[src/rtl/hrs_pkg.sv]
// Package: shared types for the hiccup restart sequencer.
// Assumes: fault classes are ordered by restart priority.
package hrs_pkg;

    typedef enum logic [2:0] {
        ST_WAIT_UV = 3'd0,   // idle, waiting for undervoltage removal
        ST_HIC_SC  = 3'd1,   // idle, short-circuit hiccup delay
        ST_HIC_OT  = 3'd2,   // idle, thermal hiccup delay (recycling)
        ST_SOFT    = 3'd3,   // soft-start ramp from zero
        ST_RUN     = 3'd4    // regulating
    } seq_state_t;

    typedef enum logic [1:0] {
        FC_NONE = 2'd0,
        FC_SC   = 2'd1,
        FC_OT   = 2'd2,
        FC_UV   = 2'd3
    } fault_class_t;

    // Idle state to enter for a newly seen fault class.
    function automatic seq_state_t fault_target(input fault_class_t cls,
                                                input seq_state_t  dflt);
        case (cls)
            FC_UV:   return ST_WAIT_UV;
            FC_OT:   return ST_HIC_OT;
            FC_SC:   return ST_HIC_SC;
            default: return dflt;
        endcase
    endfunction

endpackage

[src/rtl/hrs_flag_sync.sv]
// Module: two-stage synchroniser for a vector of asynchronous fault flags.
// Assumes: each bit is independent; RESET_VAL gives the value both stages
// take in reset, so a fail-safe flag can start out "faulted".
module hrs_flag_sync #(
    parameter int                 WIDTH     = 4,
    parameter logic [WIDTH-1:0]   RESET_VAL = '0
) (
    input  logic              clk,
    input  logic              rst_n,
    input  logic [WIDTH-1:0]  raw_i,
    output logic [WIDTH-1:0]  sync_o
);

    for (genvar i = 0; i < WIDTH; i++) begin : g_bit
        logic meta_q;
        logic stab_q;

        // Two flops per flag; reset to the bit's fail-safe value.
        always_ff @(posedge clk) begin
            if (!rst_n) begin
                meta_q <= RESET_VAL[i];
                stab_q <= RESET_VAL[i];
            end else begin
                meta_q <= raw_i[i];
                stab_q <= meta_q;
            end
        end

        assign sync_o[i] = stab_q;
    end

endmodule

[src/rtl/hrs_fault_arb.sv]
// Module: folds synchronised flags into one fault class by priority.
// Assumes: flag vector layout is [NUM_UV-1:0] undervoltage sources,
// then over-temperature at NUM_UV, then short circuit at NUM_UV+1.
module hrs_fault_arb
    import hrs_pkg::*;
#(
    parameter int NUM_UV = 2,
    localparam int NFLAG = NUM_UV + 2,
    localparam int OT_IX = NUM_UV,
    localparam int SC_IX = NUM_UV + 1
) (
    input  logic [NFLAG-1:0] flags_i,
    output fault_class_t     cls_o,
    output logic             any_o
);

    logic [NUM_UV:0] uv_chain;

    assign uv_chain[0] = 1'b0;
    for (genvar u = 0; u < NUM_UV; u++) begin : g_uv
        assign uv_chain[u+1] = uv_chain[u] | flags_i[u];
    end

    // Priority pick: undervoltage, then thermal, then short circuit.
    always_comb begin
        if (uv_chain[NUM_UV])     cls_o = FC_UV;
        else if (flags_i[OT_IX])  cls_o = FC_OT;
        else if (flags_i[SC_IX])  cls_o = FC_SC;
        else                      cls_o = FC_NONE;
    end

    assign any_o = |flags_i;

endmodule

[src/rtl/hrs_hiccup_timer.sv]
// Module: hiccup delay counter driven by an external timebase tick.
// Assumes: run stays high for the whole delay; clear restarts from zero;
// on expiry the count wraps so a held run re-times the next period.
module hrs_hiccup_timer #(
    parameter int  TICKS = 200,
    localparam int CW    = (TICKS > 1) ? $clog2(TICKS) : 1,
    localparam logic [CW-1:0] LAST = CW'(TICKS - 1)
) (
    input  logic clk,
    input  logic rst_n,
    input  logic run_i,
    input  logic clear_i,
    input  logic tick_i,
    output logic expire_o
);

    logic [CW-1:0] cnt_q;

    // Count ticks while running; reload to zero on clear, idle or wrap.
    always_ff @(posedge clk) begin
        if (!rst_n) begin
            cnt_q <= '0;
        end else if (clear_i || !run_i) begin
            cnt_q <= '0;
        end else if (tick_i) begin
            cnt_q <= (cnt_q == LAST) ? '0 : cnt_q + CW'(1);
        end
    end

    assign expire_o = run_i && tick_i && (cnt_q == LAST);

    a_r10_hold_without_tick: assert property (@(posedge clk) disable iff (!rst_n)
        (run_i && !tick_i && !clear_i) |=> $stable(cnt_q));

    a_r6_wrap_after_expiry: assert property (@(posedge clk) disable iff (!rst_n)
        expire_o |=> (cnt_q == '0));

endmodule

[src/rtl/hiccup_restart_seq.sv]
// Module: top of the hiccup fault restart sequencer. Synchronises the
// four fault flags, ranks them, and runs the idle/soft-start/run machine
// with a per-class restart policy.
// Assumes: ss_done is already synchronous to clk; fault gating of the
// outputs is combinational from the synchronised flags.
module hiccup_restart_seq
    import hrs_pkg::*;
#(
    parameter int HICCUP_TICKS = 200
) (
    input  logic clk,
    input  logic rst_n,
    input  logic tick,
    input  logic uv_bias,
    input  logic uv_input,
    input  logic over_temp,
    input  logic short_det,
    input  logic ss_done,
    output logic drv_off,
    output logic ss_clamp,
    output logic ready
);

    localparam int NUM_UV = 2;
    localparam int NFLAG  = NUM_UV + 2;
    // Undervoltage stages start faulted; thermal and short start clear.
    localparam logic [NFLAG-1:0] SYNC_RST = {2'b00, {NUM_UV{1'b1}}};

    logic [NFLAG-1:0] flags_raw;
    logic [NFLAG-1:0] flags_s;
    fault_class_t     cls;
    logic             any_flt;
    logic             hic_expire;
    logic             hic_run;
    logic             hic_clear;
    seq_state_t       state_q;
    seq_state_t       state_d;
    logic             idle;

    assign flags_raw = {short_det, over_temp, uv_input, uv_bias};

    hrs_flag_sync #(
        .WIDTH     (NFLAG),
        .RESET_VAL (SYNC_RST)
    ) u_sync (
        .clk    (clk),
        .rst_n  (rst_n),
        .raw_i  (flags_raw),
        .sync_o (flags_s)
    );

    hrs_fault_arb #(
        .NUM_UV (NUM_UV)
    ) u_arb (
        .flags_i (flags_s),
        .cls_o   (cls),
        .any_o   (any_flt)
    );

    hrs_hiccup_timer #(
        .TICKS (HICCUP_TICKS)
    ) u_timer (
        .clk      (clk),
        .rst_n    (rst_n),
        .run_i    (hic_run),
        .clear_i  (hic_clear),
        .tick_i   (tick),
        .expire_o (hic_expire)
    );

    // Next-state selection with per-class restart policy.
    always_comb begin
        state_d = state_q;
        case (state_q)
            ST_SOFT: begin
                state_d = fault_target(cls, ss_done ? ST_RUN : ST_SOFT);
            end
            ST_RUN: begin
                state_d = fault_target(cls, ST_RUN);
            end
            ST_WAIT_UV: begin
                state_d = fault_target(cls, ST_SOFT);
            end
            ST_HIC_SC: begin
                if (cls == FC_UV || cls == FC_OT)
                    state_d = fault_target(cls, ST_HIC_SC);
                else if (hic_expire)
                    state_d = ST_SOFT;
            end
            ST_HIC_OT: begin
                if (cls == FC_UV)
                    state_d = ST_WAIT_UV;
                else if (hic_expire && cls != FC_OT)
                    state_d = ST_SOFT;
            end
            default: state_d = ST_WAIT_UV;
        endcase
    end

    // State register; reset parks the machine idle.
    always_ff @(posedge clk) begin
        if (!rst_n) state_q <= ST_WAIT_UV;
        else        state_q <= state_d;
    end

    // Timer runs in either hiccup state and restarts on any state change.
    assign hic_run   = (state_q == ST_HIC_SC) || (state_q == ST_HIC_OT);
    assign hic_clear = (state_d != state_q);

    // Output gating: idle states or any visible fault force the stage off.
    assign idle     = (state_q == ST_WAIT_UV) || hic_run;
    assign drv_off  = idle || any_flt;
    assign ss_clamp = idle || any_flt;
    assign ready    = (state_q == ST_RUN) && !any_flt;

    a_r3_fault_leaves_active: assert property (@(posedge clk) disable iff (!rst_n)
        (any_flt && (state_q == ST_RUN || state_q == ST_SOFT))
        |=> (state_q != ST_RUN && state_q != ST_SOFT));

    a_r4_uv_release_no_timer: assert property (@(posedge clk) disable iff (!rst_n)
        (state_q == ST_WAIT_UV && cls == FC_NONE) |=> (state_q == ST_SOFT));

    a_r5_sc_waits_for_expiry: assert property (@(posedge clk) disable iff (!rst_n)
        (state_q == ST_HIC_SC && !hic_expire) |=> (state_q != ST_SOFT));

    a_r6_ot_waits_for_expiry: assert property (@(posedge clk) disable iff (!rst_n)
        (state_q == ST_HIC_OT && !hic_expire)
        |=> (state_q == ST_HIC_OT || state_q == ST_WAIT_UV));

    a_r7_uv_dominates: assert property (@(posedge clk) disable iff (!rst_n)
        (cls == FC_UV) |=> (state_q == ST_WAIT_UV));

    a_r9_run_via_softstart: assert property (@(posedge clk) disable iff (!rst_n)
        (state_q == ST_RUN) |-> ($past(state_q) == ST_RUN || $past(state_q) == ST_SOFT));

    a_r11_ot_preempts_sc: assert property (@(posedge clk) disable iff (!rst_n)
        (state_q == ST_HIC_SC && cls == FC_OT) |=> (state_q == ST_HIC_OT));

endmodule

[config.mk]
export PLATFORM = sky130hd
export DESIGN_NAME = hiccup_restart_seq
export DESIGN_NICKNAME = d
export VERILOG_FILES = /design/src/rtl/hrs_pkg.sv /design/src/rtl/hrs_flag_sync.sv /design/src/rtl/hrs_fault_arb.sv /design/src/rtl/hrs_hiccup_timer.sv /design/src/rtl/hiccup_restart_seq.sv
export SDC_FILE = /design/constraint.sdc
export NUM_CORES = 1
export LEC_CHECK = 0
export BUFFER_PORTS_ARGS = -buffer_cell sky130_fd_sc_hd__buf_4
export CORE_MARGIN = 3
export CORE_UTILIZATION = 55
export CTS_CLUSTER_SIZE = 16
export DETAILED_ROUTE_END_ITERATION = 6
export PLACE_DENSITY = 0.76
export SLEW_MARGIN = 25
export SYNTH_ARGS = -nofsm -noshare
export SYNTH_HDL_FRONTEND = slang
export SYNTH_SLANG_ARGS = --single-unit
[constraint.sdc]
create_clock -name clk -period 2.3 [get_ports clk]
set_clock_uncertainty 0.1 [all_clocks]
set_input_delay 0.46 -clock clk [delete_from_list [all_inputs] [get_ports clk]]
set_output_delay 0.46 -clock clk [all_outputs]
set_load 0.005 [all_outputs]
==> reports/results.txt, run 1 <==
delay contributed by the slowest stage of the critical path -> 0.55 ns
Total Neg Setup Slack -> 0 ns
number of antenna violations at the first check in global routing -> 0
synthesized instance count -> 106
per-instance average area after synthesis -> 9.01 sq um
Initial Util -> 60.6%
share of synthesized area occupied by flip-flops and latches -> 39.8%
largest net degree at the start of global routing -> 12
Hold Path Stages -> 2
PD cells -> 481 nW/um^2
worst setup path class -> reg -> reg
Yosys reg bits -> 19
arrival time reported for the critical path endpoint -> 2.30 ns
sink count of the clock tree -> 19
DIE AREA -> 2270 sq um
Crit path buffers/inverters -> 1
fraction of layout instances using a drive strength above 1 -> 27.3%
reg2reg start -> u_sync.g_bit[0].stab_q
predominant post-synthesis flop cell -> sky130_fd_sc_hd__dfxtp_1
maximum level of the CTS H-tree -> 1
Yosys cell types -> 35
Detailed Place HPWL -> 1370 um
worst-margin pin slew -> 0.428 ns
normalized max-slew margin -> 71.3%
total standard cell area after synthesis -> 955 sq um
worst-case reg-to-reg path depth -> 6
Routed Antenna Nets -> 0
reported max-cap violation count -> 0
placed insts -> 133
post-route minimum period -> 2.19 ns
Final Wtd Congestion -> 0.874
DRC Markers -> 0
via count of the first global-routing pass -> 674
number of buffers added on ports -> 10
RSZ-0062 raised after global routing -> false
TritonCTS clock tree -> done
count of pins on the block boundary -> 11
critical path startpoint category -> register
worst setup slack for register-to-register paths -> 0.11 ns
pins over their slew limit -> 0
top fanout value on the critical path -> 8
GRT overflow -> 0
# Post-CTS Setup Buffers -> 0
per-cell routed wire length -> 13.1 um
cell with the biggest individual delay on the critical path -> sky130_fd_sc_hd__or4_4
origin of the worst min-delay path -> uv_input
Die Width -> 47.7 um
die height -> 47.7 um
drt first pass iters -> 4
area added between synthesis and finish -> 17.3%
Mapped Nets -> 115
vias per cell -> 5.94
diode insertion count for antenna repair -> 0
Synth async-reset ratio -> 0%
Critical Path Most Common Cell -> sky130_fd_sc_hd__or4_4
standard-cell rows -> 14
number of buffers created by CTS -> 3
post-route non-filler standard cell count -> 137
endpoint of the worst-slack reg-to-reg timing path -> u_timer.cnt_q[4]
type of the worst min-delay path -> in -> reg
number of enable flip-flop cells after synthesis -> 0
post-layout worst setup margin -> 0.112 ns
number of warnings printed during yosys synthesis -> 0
Vias -> 814
pre-CTS setup slack -> 0.0578 ns
number of nets in the layout -> 131
part of the cycle the worst path needs -> 95.1%
placed cell areas -> 1070 sq um
cell type group with the largest total delay on the critical path -> simple AND/OR/NAND/NOR gates
clk buf depth -> 2
clock tree root driver cell -> sky130_fd_sc_hd__clkbuf_4
Final Hold Fails -> 0
required time worst endpoint -> 2.41 ns
Detailed Route WL -> 1800 um
Post-Layout Inst Area -> 1120 sq um
Hold EP -> u_sync.g_bit[1].meta_q
insertion delay of the later-clocked pin in the worst-skew pair -> 0.30 ns
critical path cell sequence -> or4_4 -> or4_4 -> nand2_2 -> mux2i_2 -> buf_4 -> nor4_2
maximum achievable frequency -> 0.457 GHz
leakage power figure -> 0.000409 uW
kind of capture point of the worst setup path -> register
result of the run -> complete, no violations
initial detailed-routing violation count -> 16
total global-route track usage -> 18.3%
first-pass GRT wire length -> 2860 um
Worst VDD drop -> 0.427 mV
endpoints failing setup -> 0
CORE AREA -> 1580 sq um
clock edge transition at the registers on the reported setup and hold paths -> 0.12 ns
==> layer usage <==
metal / vias up / track usage (%) / share of wire [%]
met5: - / 0 / 0
li1: 410 / - / -
met1: 388 / 25.6 / 50
met3: 0 / 4.51 / 4.2
met2: 16 / 27.3 / 46
met4: 0 / 6.45 / 0
==> kinds of logic after synthesis <==
family          Yosys count  share of synthesized area (%)
buf+inv                   7                           3.41
fa+ha+maj                 1                           1.31
mux                       2                           2.49
flops                    19                           39.8
simple gates             60                           36.4
xor+xnor                  6                           6.29
compound gates           11                           10.2
==> worst max path at each step <==
stage | from | end | slack, ns | cells past startpoint
2_1_floorplan | u_timer.cnt_q[3] | u_timer.cnt_q[0] | 0.26 | 5
3_3_place_gp | u_timer.cnt_q[3] | u_timer.cnt_q[2] | 0.17 | 6
3_5_place_dp | u_timer.cnt_q[4] | u_timer.cnt_q[4] | 0.06 | 6
4_1_cts | u_timer.cnt_q[4] | u_timer.cnt_q[4] | 0.05 | 6
5_1_grt | u_sync.g_bit[0].stab_q | u_timer.cnt_q[4] | 0.02 | 6
6_report | u_sync.g_bit[0].stab_q | u_timer.cnt_q[4] | 0.11 | 6
==> state kept, by name, indices dropped and copies added (netlist names) <==
| name | flops |
|---|---|
| u_sync.g_bit.meta_q | 4 |
| u_timer.cnt_q | 8 |
| state_q | 3 |
| u_sync.g_bit.stab_q | 4 |
==> power by group <==
part | switching, uW | total [uW] | internal (uW)
sequential | 3.82 | 340 | 336
clock | 107 | 171 | 64.7
combinational | 12.2 | 27.3 | 15.1
total | 123 | 538 | 416
==> cells in the mapped netlist (all sizes together), types with 2 or more instances <==
master,instances,area share [%]
xnor2,3,3.5
a21oi,3,1.6
nor4,7,4.6
or4,2,2.4
nand2b,6,3.9
clkbuf,2,0.79
buf,3,1.8
and3,4,2.6
mux2i,2,2.5
a2111oi,2,3.1
nor3,5,2.6
xor2,3,2.8
and2,4,2.6
nor2,9,3.5
nor2b,5,3.3
dfxtp,19,40
nand4,5,3.3
or3,2,1.4
nand2,8,3.4
inv,2,0.79
==> per-stage QoR <==
stage	power, uW	hold slack [ns]	utilization, %
finish	538	0.241	71.0
global route	554	0.257	71.0
CTS	542	0.233	69.6
detailed placement	374	0.299	67.9
global placement	373	0.289	67.9
floorplan	361	0.286	-
==> repair_timing <==
action / CTS / global route
resized for setup: 0 / 3
setup endpoints to repair: 0 / 6
hold buffers: 0 / 0
==> final cells by class <==
cell class | count | area [sq um]
Multi-Input combinational cell | 80 | 564
Fill cell | 133 | 457
Sequential cell | 19 | 380
Timing Repair Buffer | 16 | 120
Clock buffer | 3 | 22.5
Tap cell | 16 | 20.0
Inverter | 2 | 7.51
Clock inverter | 1 | 5.00
==> cell usage in the layout (no fill, tap or decap), types with 2 or more instances in the layout <==
cell / Yosys / routed
sky130_fd_sc_hd__clkbuf_4: 0 / 3
sky130_fd_sc_hd__dfxtp_1: 19 / 19
sky130_fd_sc_hd__inv_1: 2 / 2
sky130_fd_sc_hd__and2_1: 4 / 4
sky130_fd_sc_hd__nor3_1: 5 / 5
sky130_fd_sc_hd__xnor2_1: 2 / 2
sky130_fd_sc_hd__nor4_1: 7 / 6
sky130_fd_sc_hd__nand2_1: 7 / 7
sky130_fd_sc_hd__nor2b_1: 5 / 5
sky130_fd_sc_hd__nor2_1: 9 / 9
sky130_fd_sc_hd__buf_4: 1 / 16
sky130_fd_sc_hd__nand4_1: 5 / 5
sky130_fd_sc_hd__a21oi_1: 3 / 3
sky130_fd_sc_hd__or4_4: 2 / 2
sky130_fd_sc_hd__nand2b_1: 6 / 6
sky130_fd_sc_hd__and3_1: 4 / 4
sky130_fd_sc_hd__xor2_1: 3 / 3
(Power assumes the default switching activity.)
==> run 2: changes to the inputs <==
- CORE_ASPECT_RATIO: default -> 0.7
- CORE_UTILIZATION: 55 -> 50
- PLACE_DENSITY: 0.76 -> 0.73
- clock period: 2.3 -> 1.8 ns (I/O delays scaled with it)
==> reports/results.txt, run 2 (same netlist as run 1, synthesis figures left out) <==
pins over their slew limit -> 0 (unchanged)
critical path cell sequence -> or4b_4 -> a2111oi_4 -> nor3_4 -> mux2i_4 -> nor3b_2
Detailed Route WL -> 2670 um (+48%)
Final Wtd Congestion -> 0.842 (-3.7%)
maximum achievable frequency -> 0.487 GHz (+6.5%)
critical path capture point -> u_timer.cnt_q[6]
die height -> 42.6 um (-11%)
per-cell routed wire length -> 16.7 um (+27%)
initial detailed-routing violation count -> 72 (+56)
area added between synthesis and finish -> 44.3%
number of antenna violations at the first check in global routing -> 0 (unchanged)
worst-margin pin slew -> 0.406 ns (-0.0222 ns)
maximum level of the CTS H-tree -> 1 (unchanged)
via count of the first global-routing pass -> 859 (+27%)
Initial Util -> 56.3% (-4.3 points)
top fanout value on the critical path -> 8 (unchanged)
critical path startpoint category -> register
final core occ -> 81.2% (+10 points)
endpoint of the worst-slack reg-to-reg timing path -> u_timer.cnt_q[6]
total global-route track usage -> 23.9% (+5.6 points)
count of pins on the block boundary -> 11 (unchanged)
TritonCTS clock tree -> done
largest net degree at the start of global routing -> 13 (+1)
clock tree root driver cell -> sky130_fd_sc_hd__clkbuf_4
fraction of layout instances using a drive strength above 1 -> 45.3% (+18 points)
origin of the worst min-delay path -> uv_input
start point of the critical path -> u_timer.cnt_q[5]
top register by number of flip-flops -> u_timer.cnt_q
Final Hold Fails -> 0 (unchanged)
registers with the highest flip-flop counts -> u_timer.cnt_q: 8 flops, u_sync.g_bit.meta_q: 4 flops, u_sync.g_bit.stab_q: 4 flops
number of nets in the layout -> 149 (+14%)
first-pass GRT wire length -> 4370 um (+53%)
violated checks -> negative setup slack
number of buffers added on ports -> 10 (unchanged)
worst setup path class -> reg -> reg
Detailed Place HPWL -> 1920 um (+40%)
standard-cell rows -> 12 (-2)
RSZ-0062 raised after global routing -> true
result of the run -> finished, violations left
post-route minimum period -> 2.05 ns (-0.134 ns)
clock edge transition at the registers on the reported setup and hold paths -> 0.12 ns (about the same)
sink count of the clock tree -> 19 (unchanged)
worst setup slack for register-to-register paths -> -0.25 ns (-0.37 ns)
Routed Antenna Nets -> 0 (unchanged)
Vias -> 952 (+17%)
PD cells -> 521 nW/um^2 (+8.4%)
arrival time reported for the critical path endpoint -> 2.15 ns (-0.15 ns)
drt first pass iters -> 4 (unchanged)
cell with the biggest individual delay on the critical path -> sky130_fd_sc_hd__or4b_4
leakage power figure -> 0.000513 uW (+25%)
commonest non-fill, non-tap cell in the layout -> sky130_fd_sc_hd__buf_4
post-layout worst setup margin -> -0.254 ns (-0.366 ns)
required time worst endpoint -> 1.90 ns (-0.51 ns)
diode insertion count for antenna repair -> 0 (unchanged)
reported max-cap violation count -> 0 (unchanged)
insertion delay of the later-clocked pin in the worst-skew pair -> 0.32 ns (+0.02 ns)
kind of capture point of the worst setup path -> register
vias per cell -> 5.95 (+0.14%)
GRT overflow -> 0 (unchanged)
part of the cycle the worst path needs -> 114% (+19 points)
normalized max-slew margin -> 72.8% (+1.4 points)
clk buf depth -> 2 (unchanged)
DRC Markers -> 0 (unchanged)
delay contributed by the slowest stage of the critical path -> 0.58 ns (+0.03 ns)
max reg flops -> 8 (unchanged)
Worst VDD drop -> 0.454 mV (+6.2%)
pre-CTS setup slack -> -0.294 ns (-0.352 ns)
DIE AREA -> 2480 sq um (+9.1%)
CORE AREA -> 1700 sq um (+7.6%)
commonest cells after routing, fill and taps aside -> sky130_fd_sc_hd__buf_4 (32), sky130_fd_sc_hd__dfxtp_1 (14), sky130_fd_sc_hd__nor2_1 (9)
Die Width -> 58.2 um (+22%)
type of the worst min-delay path -> in -> reg
post-route non-filler standard cell count -> 160 (+17%)
worst-case reg-to-reg path depth -> 5 (-1)
placed insts -> 155 (+17%)
reg2reg start -> u_timer.cnt_q[5]
endpoints failing setup -> 12 (+12)
number of buffers created by CTS -> 3 (unchanged)
==> run 2: changes by cell type in the layout (fill, tap and decap cells not counted), sizes merged <==
| cell | delta |
|---|---|
| buf | +18 |
| clkinvlp | +1 |
| clkinv | -1 |
==> run 2: worst min path at each step <==
| stage | depth (start not counted) | end |
|---|---|---|
| after detailed placement | 1 | u_sync.g_bit[0].stab_q |
| final | 2 | u_sync.g_bit[1].meta_q |
| after CTS | 2 | u_sync.g_bit[1].meta_q |
| after floorplan | 1 | u_sync.g_bit[0].stab_q |
| after global routing | 2 | u_sync.g_bit[0].meta_q |
| after global placement | 1 | u_sync.g_bit[1].stab_q |
==> run 2: worst max-delay path, delay by kind of cell, from the launching register on <==
| kind | cells | cell delay [ns] |
|---|---|---|
| AND/OR/NAND/NOR | 3 | 0.76 |
| multiplexers | 1 | 0.36 |
| flip-flops | 1 | 0.35 |
| AO/OA/AOI/OAI | 1 | 0.35 |
==> run 2: where the power goes <==
group / switching [uW] / internal (uW)
registers: 5.36 / 429
clock network: 150 / 85.1
logic: 21.3 / 26.8
==> run 2: metrics by stage <==
step	setup TNS [ns]	total power, uW	hold WS, ns	instance area [sq um]
3_3_place_gp	-1.38	485	0.299	1250
6_report	-2.41	718	0.121	1380
4_1_cts	-2.02	711	0.131	1340
5_1_grt	-2.88	749	0.0964	1380
3_5_place_dp	-2.13	487	0.312	1250
2_1_floorplan	-0.683	462	0.286	1010
==> run 2: area by class of cell <==
cell class	count	area (sq um)
multi-input cells	80	664
flip-flops and latches	19	387
fillers	98	319
repair buffers	34	263
well taps	21	26.3
clock buffers	3	22.5
clock inverters	1	7.51
inverters	2	7.51
==> run 2: what timing repair did <==
item                                    CTS  global route
buffers inserted                          1             0
hold buffers                              0             0
endpoints found under the setup margin   11            12
resized for setup                         9             8
pin swaps                                 3             4
==> run 2: routing by layer <==
metal	track usage, %	wire length (um)	share of wire, %	up-vias
li1	-	-	-	448
met1	35.4	1200	45	444
met2	32.9	1120	42	55
met3	7.08	320	12	5
met4	6.48	32	1.2	0
met5	0	0	0	-
